`src/rtl/plane_pix_pkg.sv`:
```
package plane_pix_pkg;

  localparam int PIX_W  = 32;
  localparam int COMP_W = 8;
  localparam int CODE_W = 5;

  typedef enum logic [CODE_W-1:0] {
    FMT_RGB565   = 5'h00,
    FMT_RGB888   = 5'h01,
    FMT_XRGB32   = 5'h02,
    FMT_ARGB8565 = 5'h04,
    FMT_ARGB8888 = 5'h05,
    FMT_ARGB1555 = 5'h06,
    FMT_ARGB4444 = 5'h07,
    FMT_INDEX8   = 5'h0B,
    FMT_YUV888   = 5'h10,
    FMT_YUV422   = 5'h12,
    FMT_AYUV8888 = 5'h15
  } fmt_e;

  // Strobes from the control to the datapath.
  typedef struct packed {
    logic load;
    logic zeroOut;
  } ctlStrobes_t;

  function automatic logic codeSupported(input logic [CODE_W-1:0] code);
    case (code)
      FMT_RGB565, FMT_RGB888, FMT_XRGB32, FMT_ARGB8565, FMT_ARGB8888,
      FMT_ARGB1555, FMT_ARGB4444, FMT_INDEX8, FMT_YUV888, FMT_YUV422,
      FMT_AYUV8888: codeSupported = 1'b1;
      default:      codeSupported = 1'b0;
    endcase
  endfunction

  function automatic logic [COMP_W-1:0] widen5(input logic [4:0] x);
    widen5 = {x, x[4:2]};
  endfunction

  function automatic logic [COMP_W-1:0] widen6(input logic [5:0] x);
    widen6 = {x, x[5:4]};
  endfunction

  function automatic logic [COMP_W-1:0] widen4(input logic [3:0] x);
    widen4 = {x, x};
  endfunction

  // Rescale 0..128 alpha to 0..255, saturating.
  function automatic logic [COMP_W-1:0] rescaleAlpha(input logic [COMP_W-1:0] a);
    logic [COMP_W:0] t;
    t = {a, 1'b0} - {{COMP_W{1'b0}}, a[COMP_W-1]};
    rescaleAlpha = t[COMP_W] ? {COMP_W{1'b1}} : t[COMP_W-1:0];
  endfunction

endpackage

```
`src/rtl/plane_pix_ctl.sv`:
```
module plane_pix_ctl
  import plane_pix_pkg::*;
(
  input  logic              clk,
  input  logic              rst_n,
  input  logic              inValid,
  input  logic [CODE_W-1:0] fmtCode,
  input  logic              outReady,
  output logic              inReady,
  output logic              outValid,
  output logic              fmtErr,
  output ctlStrobes_t       strobes
);

  logic take;

  assign inReady = !outValid || outReady;
  assign take    = inValid && inReady;

  always_comb begin
    strobes.load    = take;
    strobes.zeroOut = !codeSupported(fmtCode);
  end

  always_ff @(posedge clk or negedge rst_n) begin
    if (!rst_n) begin
      outValid <= 1'b0;
      fmtErr   <= 1'b0;
    end else begin
      if (take)          outValid <= 1'b1;
      else if (outReady) outValid <= 1'b0;
      fmtErr <= take && !codeSupported(fmtCode);
    end
  end

endmodule

```
`src/rtl/plane_pix_dp.sv`:
```
module plane_pix_dp
  import plane_pix_pkg::*;
(
  input  logic              clk,
  input  logic              rst_n,
  input  ctlStrobes_t       strobes,
  input  logic [PIX_W-1:0]  pixWord,
  input  logic [CODE_W-1:0] fmtCode,
  input  logic              byteSwap,
  input  logic              alphaSwap,
  input  logic              alphaFull,
  output logic [PIX_W-1:0]  outPix
);

  localparam int NB_MAX = PIX_W / COMP_W;

  logic [PIX_W-1:0]  w;
  logic [PIX_W-1:0]  decoded;
  logic [COMP_W-1:0] a8;
  logic [15:0]       c16;
  logic [23:0]       c24;
  logic [14:0]       c15;
  logic [11:0]       c12;
  logic [2:0]        nBytes;

  // Bytes occupied by one pixel of each format.
  always_comb begin
    case (fmtCode)
      FMT_RGB565, FMT_ARGB1555, FMT_ARGB4444: nBytes = 3'd2;
      FMT_RGB888, FMT_ARGB8565, FMT_YUV888:   nBytes = 3'd3;
      FMT_INDEX8:                             nBytes = 3'd1;
      default:                                nBytes = 3'(NB_MAX);
    endcase
  end

  always_comb begin
    w = pixWord;
    if (byteSwap) begin
      case (nBytes)
        3'd2:    w[15:0] = {pixWord[7:0], pixWord[15:8]};
        3'd3:    w[23:0] = {pixWord[7:0], pixWord[15:8], pixWord[23:16]};
        3'd4:    w = {pixWord[7:0], pixWord[15:8], pixWord[23:16], pixWord[31:24]};
        default: w = pixWord;
      endcase
    end
  end

  always_comb begin
    decoded = '0;
    a8  = '0;
    c16 = '0;
    c24 = '0;
    c15 = '0;
    c12 = '0;
    case (fmtCode)
      FMT_RGB565:
        decoded = {8'hFF, widen5(w[15:11]), widen6(w[10:5]), widen5(w[4:0])};
      FMT_RGB888, FMT_YUV888:
        decoded = {8'hFF, w[23:0]};
      FMT_XRGB32: begin
        c24 = alphaSwap ? w[31:8] : w[23:0];
        decoded = {8'hFF, c24};
      end
      FMT_ARGB8565: begin
        a8  = alphaSwap ? w[7:0]  : w[23:16];
        c16 = alphaSwap ? w[23:8] : w[15:0];
        decoded = {alphaFull ? a8 : rescaleAlpha(a8),
                   widen5(c16[15:11]), widen6(c16[10:5]), widen5(c16[4:0])};
      end
      FMT_ARGB8888, FMT_AYUV8888: begin
        a8  = alphaSwap ? w[7:0]  : w[31:24];
        c24 = alphaSwap ? w[31:8] : w[23:0];
        decoded = {alphaFull ? a8 : rescaleAlpha(a8), c24};
      end
      FMT_ARGB1555: begin
        a8  = {COMP_W{alphaSwap ? w[0] : w[15]}};
        c15 = alphaSwap ? w[15:1] : w[14:0];
        decoded = {a8, widen5(c15[14:10]), widen5(c15[9:5]), widen5(c15[4:0])};
      end
      FMT_ARGB4444: begin
        a8  = widen4(alphaSwap ? w[3:0] : w[15:12]);
        c12 = alphaSwap ? w[15:4] : w[11:0];
        decoded = {a8, widen4(c12[11:8]), widen4(c12[7:4]), widen4(c12[3:0])};
      end
      FMT_INDEX8:
        decoded = {8'hFF, 16'h0000, w[7:0]};
      FMT_YUV422:
        decoded = w;
      default:
        decoded = '0;
    endcase
  end

  always_ff @(posedge clk or negedge rst_n) begin
    if (!rst_n)            outPix <= '0;
    else if (strobes.load) outPix <= strobes.zeroOut ? '0 : decoded;
  end

endmodule

```
`src/rtl/plane_pix_expander.sv`:
```
module plane_pix_expander
  import plane_pix_pkg::*;
(
  input  logic        clk,
  input  logic        rst_n,
  input  logic        inValid,
  output logic        inReady,
  input  logic [31:0] pixWord,
  input  logic [4:0]  fmtCode,
  input  logic        byteSwap,
  input  logic        alphaSwap,
  input  logic        alphaFull,
  output logic        outValid,
  input  logic        outReady,
  output logic [31:0] outPix,
  output logic        fmtErr
);

  ctlStrobes_t strobes;

  plane_pix_ctl u_ctl (
    .clk      (clk),
    .rst_n    (rst_n),
    .inValid  (inValid),
    .fmtCode  (fmtCode),
    .outReady (outReady),
    .inReady  (inReady),
    .outValid (outValid),
    .fmtErr   (fmtErr),
    .strobes  (strobes)
  );

  plane_pix_dp u_dp (
    .clk       (clk),
    .rst_n     (rst_n),
    .strobes   (strobes),
    .pixWord   (pixWord),
    .fmtCode   (fmtCode),
    .byteSwap  (byteSwap),
    .alphaSwap (alphaSwap),
    .alphaFull (alphaFull),
    .outPix    (outPix)
  );

endmodule

```
`config.mk`:
```
export PLATFORM = sky130hd
export DESIGN_NAME = plane_pix_expander
export DESIGN_NICKNAME = d
export VERILOG_FILES = /design/src/rtl/plane_pix_pkg.sv /design/src/rtl/plane_pix_ctl.sv /design/src/rtl/plane_pix_dp.sv /design/src/rtl/plane_pix_expander.sv
export SDC_FILE = /design/constraint.sdc
export NUM_CORES = 1
export LEC_CHECK = 0
export BUFFER_PORTS_ARGS = -buffer_cell sky130_fd_sc_hd__clkbuf_2
export CAP_MARGIN = 15
export CORE_ASPECT_RATIO = 1.1
export CORE_MARGIN = 8
export CORE_UTILIZATION = 35
export CTS_CLUSTER_DIAMETER = 120
export DETAILED_ROUTE_END_ITERATION = 7
export PLACE_DENSITY_LB_ADDON = 0.3
export SLEW_MARGIN = 20
export SYNTH_ARGS = -nofsm -noshare
export SYNTH_HDL_FRONTEND = slang
export SYNTH_HIERARCHICAL = 1
export SYNTH_SLANG_ARGS = --single-unit
export TNS_END_PERCENT = 50
```
`constraint.sdc`:
```
create_clock -name clk -period 2.55 [get_ports clk]
set_input_delay 0.255 -clock clk [delete_from_list [all_inputs] [get_ports clk]]
set_output_delay 0.255 -clock clk [all_outputs]
set_load 0.03 [all_outputs]
```
==> results of run 1 <==
## layout by cell type (no fill, tap or decap), types with 5 or more instances in the layout
cell and count:
o2bb2ai_1 21, xor2_1 5, o211ai_1 7, a221oi_2 6, a22oi_1 16, o221ai_1 9, nor3_1 11, a21oi_1 29
nor2_2 5, nand3_1 11, buf_4 199, nand2_1 50, and2_1 6, clkbuf_2 74, clkbuf_16 6, o21bai_1 5
inv_1 14, buf_6 8, o22ai_1 11, o21ai_0 26, nor2_1 54, a21o_1 10, a22o_1 8, mux2i_1 8
a31oi_1 12, a222oi_1 5, a211oi_2 5, and3_1 5, a221oi_1 7, o21ai_1 10, xnor2_1 7, nand2b_1 6
dfrtp_1 34
## Yosys cell counts (6+ instances only)
library cell / number
a21o_1: 10
o221ai_1: 9
a22oi_1: 20
o2bb2ai_1: 21
nor2_1: 59
a221oi_1: 13
nand3_1: 14
clkbuf_1: 27
a211oi_1: 7
inv_1: 14
and3_1: 7
buf_2: 6
and2_1: 6
nand2b_1: 6
o21ai_0: 34
a22o_1: 8
xnor2_1: 7
mux2i_1: 9
a31oi_1: 14
dfrtp_1: 34
a21oi_1: 32
o211ai_1: 7
nand2_1: 51
nor3_1: 12
o22ai_1: 11
## layout make-up
class	count	area, µm²
multi-input cells	476	3560
well taps	154	193
repair buffers	283	1990
inverters	14	52.6
flip-flops and latches	34	851
clock inverters	2	12.5
clock buffers	6	139
fillers	1176	5280
## metrics by stage
| stage | cells | setup TNS (ns) | power, mW | utilization, % | hold slack (ns) |
|---|---|---|---|---|---|
| final | 969 | -3.78 | 2.53 | 56.3 | 0.0782 |
| after global routing | 969 | -4.85 | 2.63 | 56.3 | 0.165 |
| after CTS | 960 | -3.45 | 2.46 | 54.4 | 0.109 |
| after detailed placement | 944 | -14.16 | 1.76 | 51.1 | 0.412 |
| after global placement | 944 | -13.20 | 1.75 | 51.1 | 0.387 |
| after floorplan | 569 | -4.90 | 1.16 | - | -0.0406 |
## where the power goes
group / total, mW / internal, mW / leakage, nW / switching (mW)
combinational: 1.33 / 0.594 / 2.58 / 0.732
clock: 0.630 / 0.387 / 0.0729 / 0.243
sequential: 0.571 / 0.560 / 0.468 / 0.0112
## what timing repair did
item,4_1_cts,5_1_grt
endpoints found under the setup margin,18,28
hold buffers,0,0
resized for setup,40,38
buffers inserted,8,9
pin swaps,22,28
## worst max-delay path, stage by stage
cell       delay [ns]
clkbuf_16        0.13
buf_4            0.14
nand3b_1         0.13
nand3_2          0.10
buf_6            0.15
nand3_4          0.11
mux2_4           0.34
o21ai_2          0.17
ha_2             0.20
and2_4           0.14
nand3_2          0.07
or3b_4           0.41
ha_4             0.24
nor2_4           0.14
a31oi_4          0.12
a2111oi_4        0.31
a21oi_2          0.10
## path summary, 6_finish.rpt
path | start | to | slack (ns) | depth (start not counted)
max | fmtCode[0] | u_dp/outPix[29]$_DFFE_PN0P_ | -0.57 | 17
min in group clk | inValid | u_ctl/outValid$_DFFE_PN0P_ | 0.18 | 2
min | rst_n | u_ctl/outValid$_DFFE_PN0P_ | 0.08 | 1
max reg2reg | u_ctl/outValid$_DFFE_PN0P_ | u_dp/outPix[31]$_DFFE_PN0P_ | 0.55 | 11
min reg2reg | u_dp/outPix[22]$_DFFE_PN0P_ | u_dp/outPix[22]$_DFFE_PN0P_ | 0.48 | 1
max in group asynchronous | rst_n | u_dp/outPix[23]$_DFFE_PN0P_ | 1.90 | 1
## layer usage
| layer | global-route usage, % | vias up | share of wire (%) |
|---|---|---|---|
| li1 | - | 2713 | - |
| met1 | 31.5 | 2886 | 39 |
| met2 | 44.4 | 340 | 49 |
| met3 | 4.13 | 65 | 8.2 |
| met4 | 10.4 | 0 | 3.6 |
| met5 | 0 | - | 0 |
## sequential cells by signal, indices dropped and copies added, names as in the netlist
| signal | flops |
|---|---|
| u_ctl/outValid | 1 |
| u_ctl/fmtErr | 1 |
| u_dp/outPix | 32 |
## logic make-up after synthesis
| group | Yosys count |
|---|---|
| adders and majority gates | 4 |
| xor gates and xnor gates | 12 |
| DFF | 34 |
| muxes | 13 |
| and+or+nand+nor | 188 |
| buffers and inverters | 59 |
| AOI/OAI and AO/OA | 259 |
==> qor.yml, run 1 <==
clock_tree:
  cts-root-buf: "clkbuf_16"
  numCtsBuffers: 5
  clk_pin_slew_ns: 0.06
  clockBufferDepth: 2
  htree_levels: 2
  cts_tree: "built"
  cts.sinks: 34
  insertion_delay_ns: 0.29
global_route:
  grt.overflow.total: 0
  antenna_found_initial: 0
  grt_max_degree: 38
  grt_pass1_vias: 5962
  grt_pass1_wl_um: 33300
  grt_use_total_pct: 26.0
power:
  ir_drop_uv: 260
  powerDensity_mw_per_mm2: 371
  power_leakage_nw: 3.12
worst_hold_path:
  hold_path_class: "input pin to asynchronous set/reset pin"
setup_path:
  worstPathRequired_ns: 2.71
  worstPathMaxFanout: 7
  endpoint_kind: "flop"
  worstSetupPathType: "input pin to flop"
  cp.arrival_ns: 3.28
  start_kind: "input pin"
yosys:
  netlist_instances: 569
  synth_xor_area_share_pct: 2.42
  synth_area_mm2: 0.00435
  synth_simple_gate_area_share_pct: 21.4
  syn_nets: 617
  ys_seq_area_share_pct: 19.6
  synth_cell_types: 85
  yosys_warnings: 6
  synthMuxAreaShare_pct: 3.20
  synth-edff-count: 0
  syn_area_per_cell_um2: 7.64
  synth_area_leader_cell: "dfrtp_1"
  synth_area_leaders: "dfrtp_1 (20%), nor2_1 (5.1%), nand2_1 (4.4%)"
  ys_ff_latch: 34
  async_flop_share_pct: 100
  synth_compound_area_share_pct: 46.0
  synth_fa_ha_area_share_pct: 1.15
  synth_top_family_by_area: "compound AO/OA/AOI/OAI gates"
  ys.flop_type: "dfrtp_1"
  yosys.area.top_type_share_pct: 19.6
finish:
  final_cell_area_mm2: 0.00681
  antenna_cells: 0
  final_nets: 862
  drive_gt1_share_pct: 46.4
  area_growth_pct: 56.6
die:
  dieArea_mm2: 0.0162
  num_rows: 42
  die_h_um: 133
  die_w_um: 122
  initial_core_util_pct: 36.0
  core_area_mm2: 0.0121
  io_pins: 79
sta:
  setup_viol: 9
  worst_slack_ns: -0.569
  period_share_pct: 122
  grt_setup_unrepaired: "true"
  slew_headroom_pct: 40.2
  final-hold-violation-count: 0
  min_period_ns: 3.12
  skew_ns: 0.00242
  worst_pin_slew_ns: 0.897
  clock.fmax_ghz: 0.321
  maxSlewViolCount: 0
route:
  antenna_left: 0
  vias: 6004
  drc: 0
  viasPerCell: 6.20
  dr.pass1.iters: 5
  avgRoutedWirePerCell_um: 22.4
  wl_um: 21700
  drt_iter0_drc: 737
placed_design:
  dpl.hpwl_um: 16900
  globalplace.congestion: 1.02
  numPortBuffers: 78
  place_area_mm2: 0.00617
  pre_cts_slack_ns: -1.07
run:
  maxCapViolations: 0
status:
  status: "finished with violations"
  failed_checks: "negative setup slack"
No activity file was read; power rests on OpenSTA's default activity.
==> run 2, diff against run 1 <==
--- a/config.mk
+++ b/config.mk
@@ -12,7 +12,8 @@
 export CORE_UTILIZATION = 35
 export CTS_CLUSTER_DIAMETER = 120
 export DETAILED_ROUTE_END_ITERATION = 7
-export PLACE_DENSITY_LB_ADDON = 0.3
+export PLACE_DENSITY = 0.51
+export REMOVE_ABC_BUFFERS = 1
 export SLEW_MARGIN = 20
 export SYNTH_ARGS = -nofsm -noshare
 export SYNTH_HDL_FRONTEND = slang
==> constraint.sdc (replaced) <==
create_clock -name clk -period 3.3 [get_ports clk]
set_input_delay 0.33 -clock clk [delete_from_list [all_inputs] [get_ports clk]]
set_output_delay 0.33 -clock clk [all_outputs]
set_load 0.03 [all_outputs]
==> run 2 against run 1 <==
Die area is the same. Cell count shrank 6.8%. Total power shrank 28%. The run now ends clean. Critical path depth shrank 2. Routed wire length shrank 2.4%.
==> qor.yml, run 2 (same netlist as run 1, synthesis figures left out) <==
status:
  status: "completed"  # was finished with violations
power:
  combPwrFrac_pct: 49.5  # was 52.5%
  switching_share_pct: 39.5  # was 39.0%
  clkPwrFrac_pct: 26.4  # was 24.9%
  p_int_mw: 1.11  # was 1.54 mW
  pwr-share-seq_pct: 24.1  # was 22.6%
  p_sw_uw: 722  # was 986 µW
  ir_drop_uv: 192  # was 260 µV
  powerDensity_mw_per_mm2: 302  # was 371 mW/mm²
  total_power_mw: 1.83  # was 2.53 mW
  power_leakage_nw: 2.73  # was 3.12 nW
route:
  drt_iter0_drc: 804  # was 737
  avgRoutedWirePerCell_um: 23.5  # was 22.4 µm
  dr.pass1.iters: 6  # was 5
  wl_um: 21200  # was 21700 µm
  viasPerCell: 6.30  # was 6.20
  drc: 0  # unchanged
  vias: 5686  # was 6004
  antenna_left: 0  # unchanged
sta:
  final-hold-violation-count: 0  # unchanged
  grt_setup_unrepaired: "true"  # unchanged
  slew_headroom_pct: 41.1  # was 40.2%
  skew_ns: 0.00514  # was 0.00242 ns
  maxSlewViolCount: 0  # unchanged
  worst_slack_ns: 0.0395  # was -0.569 ns
  worst_pin_slew_ns: 0.884  # was 0.897 ns
  min_period_ns: 3.26
  period_share_pct: 98.8
  setup_viol: 0  # was 9
  clock.fmax_ghz: 0.307
clock_tree:
  clk_pin_slew_ns: 0.06  # about the same
  numCtsBuffers: 5  # unchanged
  clockBufferDepth: 2  # unchanged
  hold_buffers: 0  # unchanged
  cts_tree: "built"  # unchanged
  cts-root-buf: "clkbuf_16"  # unchanged
  htree_levels: 2  # unchanged
  cts.sinks: 34  # unchanged
  insertion_delay_ns: 0.29  # about the same
finish:
  largest_reg_flops: 32  # unchanged
  fillerInstances: 1233  # was 1176
  antenna_cells: 0  # unchanged
  largest_registers: "u_dp/outPix: 32 flops, u_ctl/fmtErr: 1 flops, u_ctl/outValid: 1 flops"  # unchanged
  area_growth_pct: 39.3  # was 56.6%
  seq_area_um2: 851  # unchanged
  final_cell_mix: "buf_4 (138), clkbuf_2 (75), nor2_1 (56)"  # was buf_4 (199), clkbuf_2 (74), nor2_1 (54)
  final_nets: 796  # was 862
  multiInputGateArea_mm2: 0.00337  # was 0.00356 mm²
  top_register: "u_dp/outPix"  # unchanged
  drive_gt1_share_pct: 38.3  # was 46.4%
  fin_cells: 903  # was 969
  final_common_cell: "buf_4"  # unchanged
setup_path:
  endpoint_kind: "flop"  # unchanged
  worstPathMaxFanout: 7  # unchanged
  worstSetupPathType: "input pin to flop"  # unchanged
  cp.arrival_ns: 3.42  # was 3.28 ns
  start_kind: "input pin"  # unchanged
  worstPathRequired_ns: 3.45  # was 2.71 ns
  ff2ff_path_depth: 10  # was 11
placed_design:
  dpl.hpwl_um: 16500  # was 16900 µm
  globalplace.congestion: 1.00  # was 1.02
  dp.cells: 892  # was 944
  pre_cts_slack_ns: -0.549  # was -1.07 ns
  numPortBuffers: 78  # unchanged
global_route:
  antenna_found_initial: 0  # unchanged
  grt.overflow.total: 0  # unchanged
  grt_pass1_vias: 5522  # was 5962
  grt_use_total_pct: 25.6  # was 26.0%
  grt_pass1_wl_um: 32300  # was 33300 µm
  grt_max_degree: 38  # unchanged
die:
  core_area_mm2: 0.0121  # unchanged
  num_rows: 42  # unchanged
  die_w_um: 122  # unchanged
  initial_core_util_pct: 36.0  # unchanged
  die_h_um: 133  # unchanged
  io_pins: 79  # unchanged
  dieArea_mm2: 0.0162  # unchanged
worst_hold_path:
  hold_path_class: "input pin to asynchronous set/reset pin"  # unchanged
run:
  maxCapViolations: 0  # unchanged
## run 2: cell types whose count changed in the layout (fill, tap and decap cells not counted), sizes merged
cell / delta
clkinvlp: -1
buf: -65
## run 2: timing repair
item / CTS / global route
pin swaps: 4 / 16
gates resized for setup: 20 / 17
endpoints found under the setup margin: 7 / 7
setup buffers: 1 / 2
## run 2: per-layer routing
layer	global-route usage, %	up-vias	part of all wire, %
met5	0	-	0
met4	9.69	0	3.2
met3	6.04	48	9.4
met2	39.4	344	45
met1	33.6	2717	43
li1	-	2577	-
## run 2: critical path: stages
cell and delay [ns]:
buf_2 0.15, and3_4 0.21, a22oi_4 0.29, nand3_4 0.10, buf_4 0.17, and3_2 0.25, o31ai_4 0.29, ha_2 0.25
nand4_1 0.11, nand3b_1 0.24, ha_4 0.26, nor2_4 0.15, a221oi_1 0.14, nor4_1 0.35, o2bb2ai_1 0.12
## run 2: power groups by stage
stage	Sequential, mW	Clock (mW)	Combinational [mW]
floorplan	0.480	0	0.369
global placement	0.448	0	0.841
detailed placement	0.448	0	0.841
CTS	0.441	0.496	0.864
global route	0.443	0.517	0.960
finish	0.441	0.483	0.905
## run 2: layout make-up
cell class | count | area share [%]
inverters | 14 | 0.868
clock inverters | 1 | 0.0826
clock buffers | 7 | 2.35
repair buffers | 217 | 23.8
flip-flops and latches | 34 | 14.0
well taps | 154 | 3.18
multi-input cells | 476 | 55.6
## run 2: path summary, 6_finish.rpt
kind / from / end / slack, ns
max in group asynchronous: rst_n / u_dp/outPix[27]$_DFFE_PN0P_ / 2.59
max: fmtCode[0] / u_dp/outPix[25]$_DFFE_PN0P_ / 0.04
min in group clk: inValid / u_ctl/outValid$_DFFE_PN0P_ / 0.27
max reg2reg: u_ctl/outValid$_DFFE_PN0P_ / u_dp/outPix[31]$_DFFE_PN0P_ / 1.18
min: rst_n / u_dp/outPix[12]$_DFFE_PN0P_ / 0.16
min reg2reg: u_dp/outPix[21]$_DFFE_PN0P_ / u_dp/outPix[21]$_DFFE_PN0P_ / 0.48
## run 2: per-stage QoR
| step | util, % | hold WS, ns | TNS [ns] | area (µm²) |
|---|---|---|---|---|
| floorplan | - | 0.0344 | -2.32 | 4130 |
| global placement | 47.5 | 0.466 | -2.95 | 5740 |
| detailed placement | 47.5 | 0.471 | -3.43 | 5740 |
| CTS | 49.4 | 0.188 | 0 | 5970 |
| global route | 50.1 | 0.257 | -0.145 | 6060 |
| finish | 50.1 | 0.157 | 0 | 6060 |
==> run 3, diff against run 2 <==
--- a/config.mk
+++ b/config.mk
@@ -5,6 +5,7 @@
 export SDC_FILE = /design/constraint.sdc
 export NUM_CORES = 1
 export LEC_CHECK = 0
+export ABC_AREA = 1
 export BUFFER_PORTS_ARGS = -buffer_cell sky130_fd_sc_hd__clkbuf_2
 export CAP_MARGIN = 15
 export CORE_ASPECT_RATIO = 1.1
==> run 3 against run 2 <==
Cell area decreased by 9.0%. Die area increased by 2.9%. Critical path depth increased by 6. First-iteration DRC count decreased by 37%. Global-route usage decreased by 3.0 points. Cell count increased by 13%. Critical path type unchanged.
==> qor.yml, run 3 <==
status:
  status: "completed"  # unchanged
sta:
  maxSlewViolCount: 0  # unchanged
  min_period_ns: 3.01  # was 3.26 ns
  period_share_pct: 91.2  # was 98.8%
  setup_viol: 0  # unchanged
  skew_ns: 0.00422  # was 0.00514 ns
  clock.fmax_ghz: 0.332  # was 0.307 GHz
  worst_pin_slew_ns: 0.849  # was 0.884 ns
  final-hold-violation-count: 0  # unchanged
  slew_headroom_pct: 43.4  # was 41.1%
power:
  combPwrFrac_pct: 47.2  # was 49.5%
  power_leakage_nw: 2.97  # was 2.73 nW
  pwr-share-seq_pct: 26.7  # was 24.1%
  powerDensity_mw_per_mm2: 303  # was 302 mW/mm²
  ir_drop_uv: 277  # was 192 µV
  switching_share_pct: 42.2  # was 39.5%
  total_power_mw: 1.67  # was 1.83 mW
  p_sw_uw: 705  # was 722 µW
  p_int_uw: 963  # was 1.11 mW
  clkPwrFrac_pct: 26.1  # was 26.4%
route:
  antenna_left: 0  # unchanged
  wl_um: 18800  # was 21200 µm
  drt_iter0_drc: 508  # was 804
  avgRoutedWirePerCell_um: 18.5  # was 23.5 µm
  drc: 0  # unchanged
  viasPerCell: 5.49  # was 6.30
  vias: 5587  # was 5686
  dr.pass1.iters: 5  # was 6
global_route:
  top_usage_layer: "met2"  # unchanged
  grtUsageMet3_pct: 2.92  # was 6.04%
  grt_max_degree: 36  # was 38
  met1_usage_pct: 30.3  # was 33.6%
  grt_pass1_vias: 5435  # was 5522
  grt.overflow.total: 0  # unchanged
  grt_pass1_wl_um: 29600  # was 32300 µm
  antenna_found_initial: 0  # unchanged
  grt_use_total_pct: 22.6  # was 25.6%
  grt_util_met2_pct: 35.5  # was 39.4%
clock_tree:
  numCtsBuffers: 5  # unchanged
  cts_tree: "built"  # unchanged
  clk_pin_slew_ns: 0.05  # was 0.06 ns
  cts-root-buf: "clkbuf_16"  # unchanged
  clockBufferDepth: 2  # unchanged
  cts.sinks: 34  # unchanged
  htree_levels: 2  # unchanged
  insertion_delay_ns: 0.28  # was 0.29 ns
  post_cts_buffers: 0  # was 1
yosys:
  syn_area_per_cell_um2: 5.97  # was 7.64 µm²
  synth_area_leader_cell: "nand2_1"  # was dfrtp_1
  yosys-top-cells-count: "nand2_1 (268), nand3_1 (87), inv_1 (53), nand2_2 (36), nor2_1 (36)"  # was nor2_1 (59), nand2_1 (51), dfrtp_1 (34), o21ai_0 (34), a21oi_1 (32)
  ys_seq_area_share_pct: 18.9  # was 19.6%
  synth_area_leaders: "nand2_1 (22%), dfrtp_1 (19%), nand3_1 (9.7%)"  # was dfrtp_1 (20%), nor2_1 (5.1%), nand2_1 (4.4%)
  ys_ff_latch: 34  # unchanged
  yosysMostFrequentCell: "nand2_1"  # was nor2_1
  netlist_instances: 753  # was 569
  async_flop_share_pct: 100  # unchanged
  synth_area_mm2: 0.00449  # was 0.00435 mm²
  yosys_warnings: 6  # unchanged
  yosys.area.top_type_share_pct: 22.4  # was 19.6%
  ys.flop_type: "dfrtp_1"  # unchanged
  synth-edff-count: 0  # unchanged
  synth_cell_types: 44  # was 85
finish:
  final_nets: 909  # was 796
  top_register: "u_dp/outPix"  # unchanged
  largest_registers: "u_dp/outPix: 32 flops, u_ctl/fmtErr: 1 flops, u_ctl/outValid: 1 flops"  # unchanged
  drive_gt1_share_pct: 27.8  # was 38.3%
  area_growth_pct: 22.7  # was 39.3%
  final_cell_mix: "nand2_1 (267), nand3_1 (87), clkbuf_2 (78)"  # was buf_4 (138), clkbuf_2 (75), nor2_1 (56)
  final_util_pct: 43.8  # was 50.1%
  antenna_cells: 0  # unchanged
  fillerInstances: 1365  # was 1233
  largest_reg_flops: 32  # unchanged
  final_common_cell: "nand2_1"  # was buf_4
placed_design:
  globalplace.congestion: 0.982  # was 1.00
  dpl.hpwl_um: 15400  # was 16500 µm
  numPortBuffers: 78  # unchanged
setup_path:
  worstSetupPathType: "input pin to flop"  # unchanged
  worstPathMaxFanout: 10  # was 7
  path_cells: "clkbuf_2 > inv_2 > nor2_1 > nand3_4 > buf_4 > nand3_1 > nand3_1 > nand2_1 > nand2_2 > nand2_2 > ha_1 > nand4_1 > ha_1 > nor2_1 > buf_4 > buf_4 > nand3_1 > nand2_1 > nand3_1 > nand2_1 > nand2_1"  # was buf_2 > and3_4 > a22oi_4 > nand3_4 > buf_4 > and3_2 > o31ai_4 > ha_2 > nand4_1 > nand3b_1 > ha_4 > nor2_4 > a221oi_1 > nor4_1 > o2bb2ai_1
  start_kind: "input pin"  # unchanged
  cp.arrival_ns: 3.17  # was 3.42 ns
  endpoint_kind: "flop"  # unchanged
  slowest_delay_ns: 0.31  # was 0.35 ns
  crit_family: "simple AND/OR/NAND/NOR gates"  # unchanged
  cpMaxStageDelayCell: "ha_1"  # was nor4_1
  critPathBufInv: 5  # was 2
  worstPathRequired_ns: 3.47  # was 3.45 ns
die:
  num_rows: 43  # was 42
  io_pins: 79  # unchanged
  dieArea_mm2: 0.0167  # was 0.0162 mm²
  core_area_mm2: 0.0126  # was 0.0121 mm²
  die_w_um: 124  # was 122 µm
  initial_core_util_pct: 35.7  # was 36.0%
  die_h_um: 135  # was 133 µm
run:
  maxCapViolations: 0  # unchanged
worst_hold_path:
  hold_path_class: "input pin to asynchronous set/reset pin"  # unchanged
[run 3: cell types whose count changed in the layout (fill, tap and decap cells not counted), moves of 12 or more]
cell | previous run | this run
o21ai_1 | 6 | 23
inv_1 | 14 | 52
nand2_1 | 51 | 267
nand3_1 | 13 | 87
nor2_1 | 56 | 34
a221oi_1 | 12 | 0
nand2_2 | 0 | 37
o2bb2ai_1 | 21 | 0
a22oi_1 | 19 | 2
buf_4 | 138 | 53
[run 3: logic make-up (layout without fill, tap and decap cells)]
| logic type | count (synthesis) | after routing | share of synthesized area [%] |
|---|---|---|---|
| flip-flops | 34 | 34 | 18.9 |
| adder cells (fa/ha/maj) | 4 | 4 | 1.11 |
| buffers and inverters | 96 | 204 | 9.55 |
| AND/OR/NAND/NOR | 482 | 482 | 50.7 |
| XOR/XNOR | 1 | 1 | 0.195 |
| AO/OA/AOI/OAI | 136 | 136 | 19.5 |
[run 3: path summary, 6_finish.rpt]
check,startpoint,to,slack (ns),cells after the start
max,fmtCode[3],u_dp/outPix[30]$_DFFE_PN0P_,0.29,21
min,rst_n,u_dp/outPix[16]$_DFFE_PN0P_,0.15,1
max reg2reg,u_ctl/outValid$_DFFE_PN0P_,u_dp/outPix[24]$_DFFE_PN0P_,1.55,9
min reg2reg,u_dp/outPix[15]$_DFFE_PN0P_,u_dp/outPix[15]$_DFFE_PN0P_,0.47,2
max in group asynchronous,rst_n,u_dp/outPix[26]$_DFFE_PN0P_,2.61,1
min in group clk,inValid,u_ctl/fmtErr$_DFF_PN0_,0.32,3
[run 3: final cells by class]
class | instances | area [µm²] | area share (%)
sequential | 34 | 851 | 15.4
tap | 157 | 196 | 3.56
timing repair buffer | 132 | 808 | 14.7
inverter | 65 | 249 | 4.52
multi-input combinational | 623 | 3270 | 59.4
clock inverter | 2 | 10.0 | 0.182
clock buffer | 5 | 125 | 2.27
[run 3: metrics by stage]
stage          cell area [µm²]  TNS [ns]  setup WS (ns)  hold WS, ns  cells
2_1_floorplan             4310    -0.251         -0.112       0.0344    722
3_3_place_gp              5320    -0.413         -0.102        0.462   1011
3_5_place_dp              5320    -0.358        -0.0752        0.465   1011
4_1_cts                   5460         0          0.196        0.176   1018
5_1_grt                   5510  -0.00121       -0.00121        0.226   1018
6_report                  5510         0          0.292        0.151   1018
[run 3: power by group through the flow]
stage	clock, mW	sequential [mW]	combinational (mW)
after floorplan	0	0.489	0.415
after global placement	0	0.452	0.769
after detailed placement	0	0.452	0.769
after CTS	0.450	0.445	0.771
after global routing	0.467	0.447	0.857
final	0.435	0.445	0.787
[run 3: layer usage]
metal  up-vias  part of all wire, %
met2       235                   46
met4         0                  3.0
li1       2747                    -
met1      2573                   44
met5         -                    0
met3        32                  6.7
[run 3: what timing repair did]
action	4_1_cts	5_1_grt
resized for setup	0	12
endpoints found under the setup margin	0	7
hold buffers	0	0
[run 3: worst reg2reg max path: cells and delay by family (launching register included)]
family / cells / cell delay [ns]
AOI/OAI and AO/OA: 1 / 0.18
buffers and inverters: 4 / 0.65
DFF: 1 / 0.37
and+or+nand+nor: 4 / 0.49
